===== src/rtl/acc_pkg.sv =====
package acc_pkg;
  typedef enum logic [1:0] {OP_HOLD, OP_ADD, OP_CLR} acc_op_e;
endpackage


===== src/rtl/acc_ctrl.sv =====
module acc_ctrl
  import acc_pkg::*;
(
  input  logic    add_i,
  input  logic    clr_i,
  output acc_op_e op_o
);
  always_comb begin
    if (clr_i)      op_o = OP_CLR;
    else if (add_i) op_o = OP_ADD;
    else            op_o = OP_HOLD;
  end
endmodule


===== src/rtl/acc_adder.sv =====
module acc_adder #(
  parameter int WIDTH = 8
) (
  input  logic [WIDTH-1:0] a_i,
  input  logic [WIDTH-1:0] b_i,
  output logic [WIDTH-1:0] sum_o,
  output logic             cout_o
);
  localparam int XW = WIDTH + 1;
  logic [XW-1:0] wide;
  assign wide   = {1'b0, a_i} + {1'b0, b_i};
  assign sum_o  = wide[WIDTH-1:0];
  assign cout_o = wide[XW-1];
endmodule


===== src/rtl/acc_top.sv =====
module acc_top
  import acc_pkg::*;
#(
  parameter int WIDTH = 8
) (
  input  logic             clk_i,
  input  logic             rst_ni,
  input  logic [WIDTH-1:0] data_i,
  input  logic             add_i,
  input  logic             clr_i,
  output logic [WIDTH-1:0] total_o,
  output logic             carry_seen_o
);
  acc_op_e          op;
  logic [WIDTH-1:0] sum;
  logic             cout;
  logic [WIDTH-1:0] total_q;
  logic             flag_q;

  acc_ctrl u_ctrl (.add_i(add_i), .clr_i(clr_i), .op_o(op));

  acc_adder #(.WIDTH(WIDTH)) u_add (
    .a_i(total_q), .b_i(data_i), .sum_o(sum), .cout_o(cout)
  );

  always_ff @(posedge clk_i or negedge rst_ni) begin
    if (!rst_ni) begin
      total_q <= '0;
      flag_q  <= 1'b0;
    end else begin
      unique case (op)
        OP_CLR: begin
          total_q <= '0;
          flag_q  <= 1'b0;
        end
        OP_ADD: begin
          total_q <= sum;
          flag_q  <= flag_q | cout;
        end
        default: ;
      endcase
    end
  end

  assign total_o      = total_q;
  assign carry_seen_o = flag_q;

  AST_CLR_ZEROES: assert property (@(posedge clk_i) disable iff (!rst_ni)
    clr_i |=> (total_o == '0 && !carry_seen_o));
  AST_HOLD_IDLE: assert property (@(posedge clk_i) disable iff (!rst_ni)
    (!clr_i && !add_i) |=> ($stable(total_o) && $stable(carry_seen_o)));
  AST_FLAG_STICKY: assert property (@(posedge clk_i) disable iff (!rst_ni)
    (carry_seen_o && !clr_i) |=> carry_seen_o);
  AST_ADD_WRAPS: assert property (@(posedge clk_i) disable iff (!rst_ni)
    (add_i && !clr_i) |=> total_o == WIDTH'($past(total_o) + $past(data_i)));
  AST_CARRY_SETS: assert property (@(posedge clk_i) disable iff (!rst_ni)
    (add_i && !clr_i && ({1'b0, total_o} + {1'b0, data_i}) > (WIDTH+1)'((1 << WIDTH) - 1))
    |=> carry_seen_o);
  AST_NO_OVERFLOW: assert property (@(posedge clk_i) disable iff (!rst_ni)
    (add_i && !clr_i && !carry_seen_o && ({1'b0, total_o} + {1'b0, data_i}) < (WIDTH+1)'(1 << WIDTH))
    |=> !carry_seen_o);
endmodule


===== config.mk =====
export PLATFORM = sky130hd
export DESIGN_NAME = acc_top
export DESIGN_NICKNAME = d
export VERILOG_FILES = /design/src/rtl/acc_pkg.sv /design/src/rtl/acc_ctrl.sv /design/src/rtl/acc_adder.sv /design/src/rtl/acc_top.sv
export SDC_FILE = /design/constraint.sdc
export NUM_CORES = 1
export LEC_CHECK = 0
export ABC_CLOCK_PERIOD_IN_PS = 3900
export CORE_MARGIN = 5
export CORE_UTILIZATION = 48
export DETAILED_ROUTE_END_ITERATION = 12
export GPL_TIMING_DRIVEN = 0
export PLACE_DENSITY = 0.79
export SLEW_MARGIN = 40
export SYNTH_ARGS = -nofsm -noshare
export SYNTH_HDL_FRONTEND = slang
export SYNTH_SLANG_ARGS = --single-unit

===== constraint.sdc =====
create_clock -name clk_i -period 3.9 [get_ports clk_i]
set_clock_uncertainty 0.05 [all_clocks]
set_input_delay 1.17 -clock clk_i [delete_from_list [all_inputs] [get_ports clk_i]]
set_output_delay 1.17 -clock clk_i [all_outputs]
set_load 0.05 [all_outputs]

==> results of run 1 <==
-- worst paths after layout --
check	startpoint	end	slack [ns]	depth (start not counted)
max	data_i[0]	carry_seen_o	0.84	7
min	total_o[6]	total_o[6]	0.47	2
max reg2reg	total_o[0]	carry_seen_o	1.79	6
min reg2reg	total_o[6]	total_o[6]	0.47	2
max in group asynchronous	rst_ni	total_o[0]	2.35	1
min in group asynchronous	rst_ni	total_o[1]	1.16	1
-- Yosys cell counts --
master / number
dfrtp_1: 9
nor2b_1: 1
a2111o_1: 1
o41a_1: 1
mux2i_1: 2
buf_2: 1
nor3_1: 3
o311ai_1: 1
a211o_2: 1
nand3b_1: 1
o21ai_0: 2
ha_1: 8
a211oi_2: 1
clkbuf_1: 1
nand2_1: 8
o22a_1: 1
nor3b_1: 1
o221ai_1: 1
a21o_2: 1
a211o_1: 1
a21oi_1: 3
nand3_1: 1
fa_1: 1
o21bai_1: 1
nor2_1: 10
xnor2_1: 1
o21a_1: 1
o31ai_1: 2
a21o_1: 2
nand2b_1: 2
a211oi_1: 3
inv_1: 1
o211ai_1: 1
-- power by group --
group	switching (mW)	internal (mW)	leakage (nW)	total, mW
sequential	0.00841	0.103	0.120	0.111
clock	0.0360	0.0395	0.0150	0.0755
combinational	0.0886	0.0648	0.299	0.153
-- sequential cells by signal, summed over array words and instances (netlist names) --
register,cells
total_o,8
carry_seen_o,1
-- critical path, stage by stage --
cell	delay, ns
clkdlybuf4s50_1	0.41
ha_1	0.26
fa_1	0.44
a211o_2	0.37
nand2_1	0.09
a21oi_1	0.10
o41a_1	0.31
-- stage by stage --
stage	std cells	area, um2	setup WS (ns)	utilization
after global placement	110	916	0.609	0.687
after detailed placement	110	916	0.592	0.687
after CTS	114	942	0.860	0.706
after global routing	114	942	0.725	0.706
after floorplan	75	697	1.13	-
final	114	942	0.843	0.706
-- cell families after synthesis --
logic type,count (synthesis),share of synthesized area
DFF,9,0.323
xor gates and xnor gates,1,0.0126
adders and majority gates,9,0.172
AOI/OAI and AO/OA,24,0.271
muxes,2,0.0287
buffers and inverters,3,0.0179
and+or+nand+nor,27,0.174
-- metal layers --
layer,vias to the layer above,track usage
met3,2,0.0221
met5,-,0
met2,15,0.266
li1,333,-
met4,0,0.0645
met1,297,0.244
-- layout make-up --
cell class / count / area share
inverter: 1 / 0.00398
tap: 15 / 0.0199
sequential: 9 / 0.239
multi-input combinational: 63 / 0.487
timing repair buffer: 20 / 0.212
clock buffer: 4 / 0.0279
buffer: 2 / 0.00930
==> flow_summary_export.csv, run 1 <==
group,metric,value,unit
die,core_area,1330,um2
drt,drc,0,
timing,slew_headroom,0.662,
cts,cts_setup_buffers,0,
cts,clock-sinks,9,
timing,setup_violations,0,
power_and_ir_drop,vdd_drop_max,213,uV
synthesis,synth_top_area_share,0.323,
synthesis,yosysTopAreaCell,"dfrtp_1",
outcome,status,"complete, no violations",
die,io_pins,21,
timing,worst_pin_slew,0.505,ns
synthesis,yosys_warnings,0,
synthesis,ys_seq_area_frac,0.323,
setup_path,cp.required,3.99,ns
setup_path,cp.arrival,3.15,ns
drt,drtIter0Drc,10,
die,die_h,48.1,um
drt,antenna_left,0,
cts,cts_made_buffers,3,
cts,hold_buffers,0,
layout,final_common_cell,"clkdlybuf4s50_1",
timing,tns,0,ns
setup_path,path_max_fanout,3,
timing,rsz0062_at_grt,"no",
timing,min_period,3.06,ns
setup_path,worstSetupPathType,"input pin to register",
layout,syn2layout_area_growth,35.2,%
drt,wl_per_cell,14.2,um
placed_design,gp_congestion,0.799,
synthesis,yosys.cell_types.count,33,
global_route,grt_util_all_layers,0.172,
drt,dr.pass1.iters,4,
cts,worstSkewPairLatency,0.26,ns
cts,clkTransAtPathRegs,0.07,ns
synthesis,syn_avg_cell_area,9.29,um2
timing,finalMaxSlewViolations,0,
global_route,antenna_found_initial,0,
timing,min_period_over_period,0.784,
global_route,grt_pass1_vias,614,
job,drv_cap,0,
power_and_ir_drop,finalPower,0.340,mW
drt,dr_total_vias,647,
synthesis,synth_seq_cells,9,
die,chipWidth,48.1,um
drt,vias_per_cell,5.68,
setup_path,worstSetupStartpointType,"input pin",
timing,hold_ws,0.468,ns
global_route,grt_overflow_total,0,
drt,drt-total-wl,1.62,mm
layout,n_antenna_cell,0,
die,dieArea,2310,um2
drt,met1Wirelength,755,um
placed_design,numPortBuffers,20,
synthesis,synth_area_leaders,"dfrtp_1 (32%), ha_1 (14%), nor2_1 (5.4%)",
timing,max_freq,0.327,GHz
power_and_ir_drop,p_leak,0.434,nW
power_and_ir_drop,power_density,361,nW/um2
drt,met2_length,766,um
placed_design,dpl.hpwl,1.29,mm
layout,layout_common_cells,"clkdlybuf4s50_1 (20), nor2_1 (10), dfrtp_1 (9)",
layout,ff_latch_area,225,um2
drt,dr.max_layer_used,"met4",
timing,finalHoldViolCount,0,
setup_path,endpoint_kind,"register",
synthesis,synth_fp_nets,96,
cts,h-tree-depth,1,
die,placementRows,13,
die,initial_core_util,0.523,
layout,final_net_count,121,
synthesis,syn-instance-count,75,
synthesis,synthesis.area,697,um2
cts,clock_path_buffers,2,
global_route,grt_max_degree,11,
cts,root_buffer,"clkbuf_4",
drt,wl_met3,77,um
cts,cts_tree,"yes",
layout,multiInputGateArea,459,um2
cts,post_cts_resized,0,
layout,final_layout_size_suffix_gt1_frac,0.0707,
layout,fillers,104,
min_path,hp-class,"register to register",
global_route,grt_pass1_wl,2.77,mm
(Power assumes the default switching activity.)
==> run 2: changes to the inputs <==
--- a/config.mk
+++ b/config.mk
@@ -5,12 +5,12 @@
 export SDC_FILE = /design/constraint.sdc
 export NUM_CORES = 1
 export LEC_CHECK = 0
-export ABC_CLOCK_PERIOD_IN_PS = 3900
+export ABC_CLOCK_PERIOD_IN_PS = 3200
 export CORE_MARGIN = 5
-export CORE_UTILIZATION = 48
+export CORE_UTILIZATION = 45
 export DETAILED_ROUTE_END_ITERATION = 12
 export GPL_TIMING_DRIVEN = 0
-export PLACE_DENSITY = 0.79
+export PLACE_DENSITY = 0.75
 export SLEW_MARGIN = 40
 export SYNTH_ARGS = -nofsm -noshare
 export SYNTH_HDL_FRONTEND = slang
==> constraint.sdc (replaced) <==
create_clock -name clk_i -period 3.2 [get_ports clk_i]
set_clock_uncertainty 0.05 [all_clocks]
set_input_delay 0.96 -clock clk_i [delete_from_list [all_inputs] [get_ports clk_i]]
set_output_delay 0.96 -clock clk_i [all_outputs]
set_load 0.05 [all_outputs]
==> run 2 against run 1 <==
  * Wire length shrank 4.7%
  * Critical endpoint unchanged
  * Clock-buffer cell count is the same
  * Sequential share of layout area is essentially flat
  * Non-clock buffer count is the same
  * Largest power group unchanged
  * First-iteration DRC count shrank 20%
  * Sequential cell count is the same
  * Critical path depth is the same
  * Final area grew 0.13%
  * Global-route usage shrank 3.4 points
  * Clock power grew 15%
==> flow_summary_export.csv, run 2 (synthesis gave the netlist of run 1 again) <==
group,metric,value,unit
drt,dr.pass1.iters,6,
layout,syn2layout_area_growth,35.4,%
cts,clkTransAtPathRegs,0.06,ns
drt,vias_per_cell,5.64,
cts,root_buffer,"clkbuf_4",
timing,worst_pin_slew,0.503,ns
placed_design,dpl.hpwl,1.24,mm
power_and_ir_drop,vdd_drop_max,295,uV
setup_path,regToRegStartpoint,"total_o[0]",
die,placementRows,14,
timing,tns,0,ns
cts,cts_setup_buffers,0,
power_and_ir_drop,power_density,433,nW/um2
die,chipWidth,49.4,um
global_route,grt_max_degree,11,
timing,setup_violations,0,
global_route,antenna_found_initial,0,
drt,dr_total_vias,649,
setup_path,startpoint,"data_i[0]",
setup_path,crit_end,"carry_seen_o",
drt,antenna_left,0,
layout,final_net_count,121,
cts,cts_made_buffers,3,
placed_design,numPortBuffers,20,
drt,drc,0,
cts,cts_tree,"yes",
timing,hold_ws,0.458,ns
setup_path,cp.required,3.29,ns
die,io_pins,21,
cts,clock_path_buffers,2,
cts,worstSkewPairLatency,0.26,ns
layout,layout_common_cells,"clkdlybuf4s50_1 (20), nor2_1 (10), dfrtp_1 (9)",
drt,drt-total-wl,1.55,mm
setup_path,worstSetupPathType,"input pin to register",
die,die_h,49.4,um
setup_path,endpoint_kind,"register",
global_route,grt_overflow_total,0,
outcome,status,"complete, no violations",
setup_path,worstSetupStartpointType,"input pin",
die,core_area,1490,um2
timing,max_freq,0.353,GHz
setup_path,reg2reg_depth,6,
timing,rsz0062_at_grt,"no",
setup_path,rr_endpoint,"carry_seen_o",
drt,drtIter0Drc,8,
placed_design,gp_congestion,0.803,
setup_path,r2r_slack,1.09,ns
timing,min_period_over_period,0.884,
die,initial_core_util,0.468,
layout,final_layout_size_suffix_gt1_frac,0.0707,
cts,hold_buffers,0,
cts,clock-sinks,9,
job,drv_cap,0,
layout,n_antenna_cell,0,
timing,slew_headroom,0.664,
global_route,grt_pass1_vias,572,
cts,post_cts_resized,0,
cts,h-tree-depth,1,
global_route,grt_pass1_wl,2.59,mm
timing,finalHoldViolCount,0,
min_path,hp-class,"register to register",
layout,final_common_cell,"clkdlybuf4s50_1",
setup_path,path_max_fanout,3,
setup_path,cp.arrival,2.92,ns
layout,largest_register_ffs,8,
timing,finalMaxSlewViolations,0,
drt,wl_per_cell,13.4,um
die,dieArea,2440,um2
global_route,grt_util_all_layers,0.138,
timing,min_period,2.83,ns
power_and_ir_drop,p_leak,0.434,nW
-- run 2: cell counts in the layout (fill, tap and decap cells not counted) --
Identical to the previous run, type by type.
-- run 2: layout make-up --
type                            instances  area, um2
Clock buffer                            4       26.3
Timing Repair Buffer                   20        200
Buffer                                  2       8.76
Tap cell                               16       20.0
Inverter                                1       3.75
Multi-Input combinational cell         63        459
Sequential cell                         9        225
Fill cell                             127        546
-- run 2: routing by layer --
| metal | global-route usage | part of all wire |
|---|---|---|
| met5 | 0 | 0 |
| met4 | 0.0404 | 0.0091 |
| met3 | 0.0581 | 0.061 |
| met2 | 0.197 | 0.44 |
| met1 | 0.187 | 0.49 |
-- run 2: per-stage QoR --
step	total power [mW]	setup WS [ns]	cell area [um2]	util	cells
2_1_floorplan	0.265	0.635	697	-	75
3_3_place_gp	0.321	0.133	917	0.616	111
3_5_place_dp	0.324	0.103	917	0.616	111
4_1_cts	0.415	0.378	943	0.634	115
5_1_grt	0.440	0.298	943	0.634	115
6_report	0.409	0.371	943	0.634	115
-- run 2: how the worst min path moves through the flow --
stage	slack, ns	startpoint	to	cells past startpoint
after floorplan	0.61	rst_ni	carry_seen_o	0
after global placement	0.45	total_o[6]	total_o[6]	2
after detailed placement	0.45	total_o[6]	total_o[6]	2
after CTS	0.46	total_o[6]	total_o[6]	2
after global routing	0.50	total_o[6]	total_o[6]	2
final	0.46	total_o[6]	total_o[6]	2
-- run 2: critical path, stage by stage --
cell and delay (ns):
clkdlybuf4s50_1 0.40, ha_1 0.25, fa_1 0.44, a211o_2 0.36, nand2_1 0.08, a21oi_1 0.10
o41a_1 0.32
-- run 2: where the power goes --
group	internal (mW)	leakage (nW)	switching, mW
registers	0.126	0.120	0.0100
clock network	0.0480	0.0150	0.0392
logic	0.0790	0.299	0.107
total	0.253	0.434	0.156
==> run 3: changes to the inputs <==
--- a/config.mk
+++ b/config.mk
@@ -7,10 +7,12 @@
 export LEC_CHECK = 0
 export ABC_CLOCK_PERIOD_IN_PS = 3200
 export CORE_MARGIN = 5
-export CORE_UTILIZATION = 45
+export CORE_UTILIZATION = 47
+export CTS_BUF_LIST = sky130_fd_sc_hd__clkbuf_4 sky130_fd_sc_hd__clkbuf_8
 export DETAILED_ROUTE_END_ITERATION = 12
 export GPL_TIMING_DRIVEN = 0
-export PLACE_DENSITY = 0.75
+export HOLD_SLACK_MARGIN = 0.06
+export PLACE_DENSITY = 0.78
 export SLEW_MARGIN = 40
 export SYNTH_ARGS = -nofsm -noshare
 export SYNTH_HDL_FRONTEND = slang
==> run 3 against run 2 <==
  * Final area is 0.27% higher
  * Register-to-register slack lost 0.02 ns
  * Sequential cell count did not move
  * Global-route usage up 2.2 points
  * First-iteration DRC count is 25% higher
  * Fmax shrank 0.74%
  * Power up 4.7%
  * Highest routed layer unchanged
==> flow_summary_export.csv, run 3 (synthesis gave the netlist of run 1 again) <==
group,metric,value,unit
outcome,status,"complete, no violations",
global_route,antenna_found_initial,0,
timing,rsz0062_at_grt,"no",
global_route,grt_overflow_total,0,
layout,layout_common_cells,"clkdlybuf4s50_1 (20), nor2_1 (10), dfrtp_1 (9)",
setup_path,cp.required,3.31,ns
setup_path,cp_num_buf_inv,1,
power_and_ir_drop,seqPwrFrac,0.318,
drt,drc,0,
placed_design,dpl.hpwl,1.31,mm
power_and_ir_drop,p_int,0.262,mW
cts,clock_path_buffers,2,
cts,post_cts_resized,0,
drt,wl_met3,119,um
power_and_ir_drop,swShare,0.388,
placed_design,postPlaceCellArea,916,um2
global_route,grt_pass1_vias,704,
timing,finalMaxSlewViolations,0,
power_and_ir_drop,pwr-share-comb,0.443,
cts,clock-sinks,9,
drt,antenna_left,0,
timing,slew_headroom,0.666,
layout,final_net_count,121,
layout,final_layout_size_suffix_gt1_frac,0.0808,
global_route,grt_util_all_layers,0.160,
layout,final_common_cell,"clkdlybuf4s50_1",
cts,cts_tree,"yes",
timing,setup_violations,0,
setup_path,path_max_fanout,3,
cts,cts_setup_buffers,0,
layout,multiInputGateArea,459,um2
layout,ff_latch_area,225,um2
drt,drtIter0Drc,10,
power_and_ir_drop,p_leak,0.437,nW
die,io_pins,21,
cts,worstSkewPairLatency,0.27,ns
drt,dr.pass1.iters,4,
die,initial_core_util,0.516,
setup_path,cp.arrival,2.96,ns
timing,min_period_over_period,0.891,
drt,wl_per_cell,15.3,um
drt,met2_length,833,um
setup_path,critical-path-top-delay-family,"compound AO/OA/AOI/OAI gates",
layout,finalInstanceArea,946,um2
cts,hold_buffers,0,
die,die_h,48.5,um
die,chipWidth,48.5,um
setup_path,endpoint_kind,"register",
layout,fillers,114,
layout,n_antenna_cell,0,
power_and_ir_drop,pwr-share-clk,0.239,
timing,max_freq,0.351,GHz
drt,vias_per_cell,6.04,
timing,tns,0,ns
cts,clkTransAtPathRegs,0.07,ns
global_route,grt_max_degree,11,
global_route,grt_pass1_wl,2.99,mm
timing,worst_pin_slew,0.499,ns
setup_path,crit_chain,"clkdlybuf4s50_1 > ha_1 > fa_1 > a211o_2 > nand2_1 > a21oi_1 > o41a_1",
die,dieArea,2350,um2
timing,hold_ws,0.467,ns
timing,finalHoldViolCount,0,
timing,min_period,2.85,ns
layout,syn2layout_area_growth,35.7,%
layout,final_util,0.701,
setup_path,worstSetupStartpointType,"input pin",
power_and_ir_drop,power_density,452,nW/um2
placed_design,gp_congestion,0.750,
drt,met1Wirelength,765,um
setup_path,worstSetupPathType,"input pin to register",
die,core_area,1350,um2
job,drv_cap,0,
die,placementRows,13,
cts,h-tree-depth,1,
placed_design,numPortBuffers,20,
power_and_ir_drop,vdd_drop_max,238,uV
cts,root_buffer,"clkbuf_4",
drt,dr_total_vias,688,
power_and_ir_drop,power_switching,0.166,mW
cts,cts_made_buffers,3,
layout,largest_register_ffs,8,
drt,drt-total-wl,1.74,mm
drt,dr.max_layer_used,"met4",
setup_path,crit_path_max_incr_delay,0.44,ns
min_path,hp-class,"register to register",
setup_path,cp_slowest_cell,"fa_1",
run 3: changes by cell type in the layout (fill, tap and decap cells not counted):
cell,change
clkbuf_4,+1
clkbuf_1,-1
run 3: tightest hold or removal path, delay by kind of cell, from the launching register on:
family	cells	cell delay, ns
compound gates	1	0.06
simple gates	1	0.06
flops	1	0.36
run 3: area by class of cell:
cell class | instances | share of cell area
plain buffers | 2 | 0.00926
multi-input cells | 63 | 0.485
well taps | 15 | 0.0198
inverters | 1 | 0.00397
flip-flops and latches | 9 | 0.238
repair buffers | 20 | 0.212
clock buffers | 4 | 0.0317
run 3: per-layer routing:
layer	GRT usage	vias up
li1	-	332
met1	0.176	331
met2	0.265	20
met3	0.0550	5
met4	0.0852	0
met5	0	-
run 3: path summary, 6_finish.rpt:
kind	depth (start not counted)	slack [ns]	start	endpoint
max in group asynchronous	1	1.87	rst_ni	total_o[0]
min reg2reg	2	0.47	total_o[6]	total_o[6]
min in group asynchronous	1	0.93	rst_ni	total_o[1]
min	2	0.47	total_o[6]	total_o[6]
max reg2reg	6	1.07	total_o[0]	carry_seen_o
max	7	0.35	data_i[0]	carry_seen_o
run 3: power by group through the flow:
stage                     sequential [mW]  combinational (mW)  clock (mW)
final                               0.136               0.189       0.102
after global routing                0.138               0.207       0.110
after CTS                           0.136               0.190       0.103
after detailed placement            0.138               0.187           0
after global placement              0.137               0.183           0
after floorplan                     0.179              0.0856           0
run 3: metrics by stage:
| stage | total power, mW | cells | setup WS [ns] |
|---|---|---|---|
| global placement | 0.320 | 110 | 0.128 |
| global route | 0.455 | 114 | 0.298 |
| detailed placement | 0.326 | 110 | 0.108 |
| floorplan | 0.265 | 75 | 0.635 |
| finish | 0.428 | 114 | 0.350 |
| CTS | 0.429 | 114 | 0.373 |
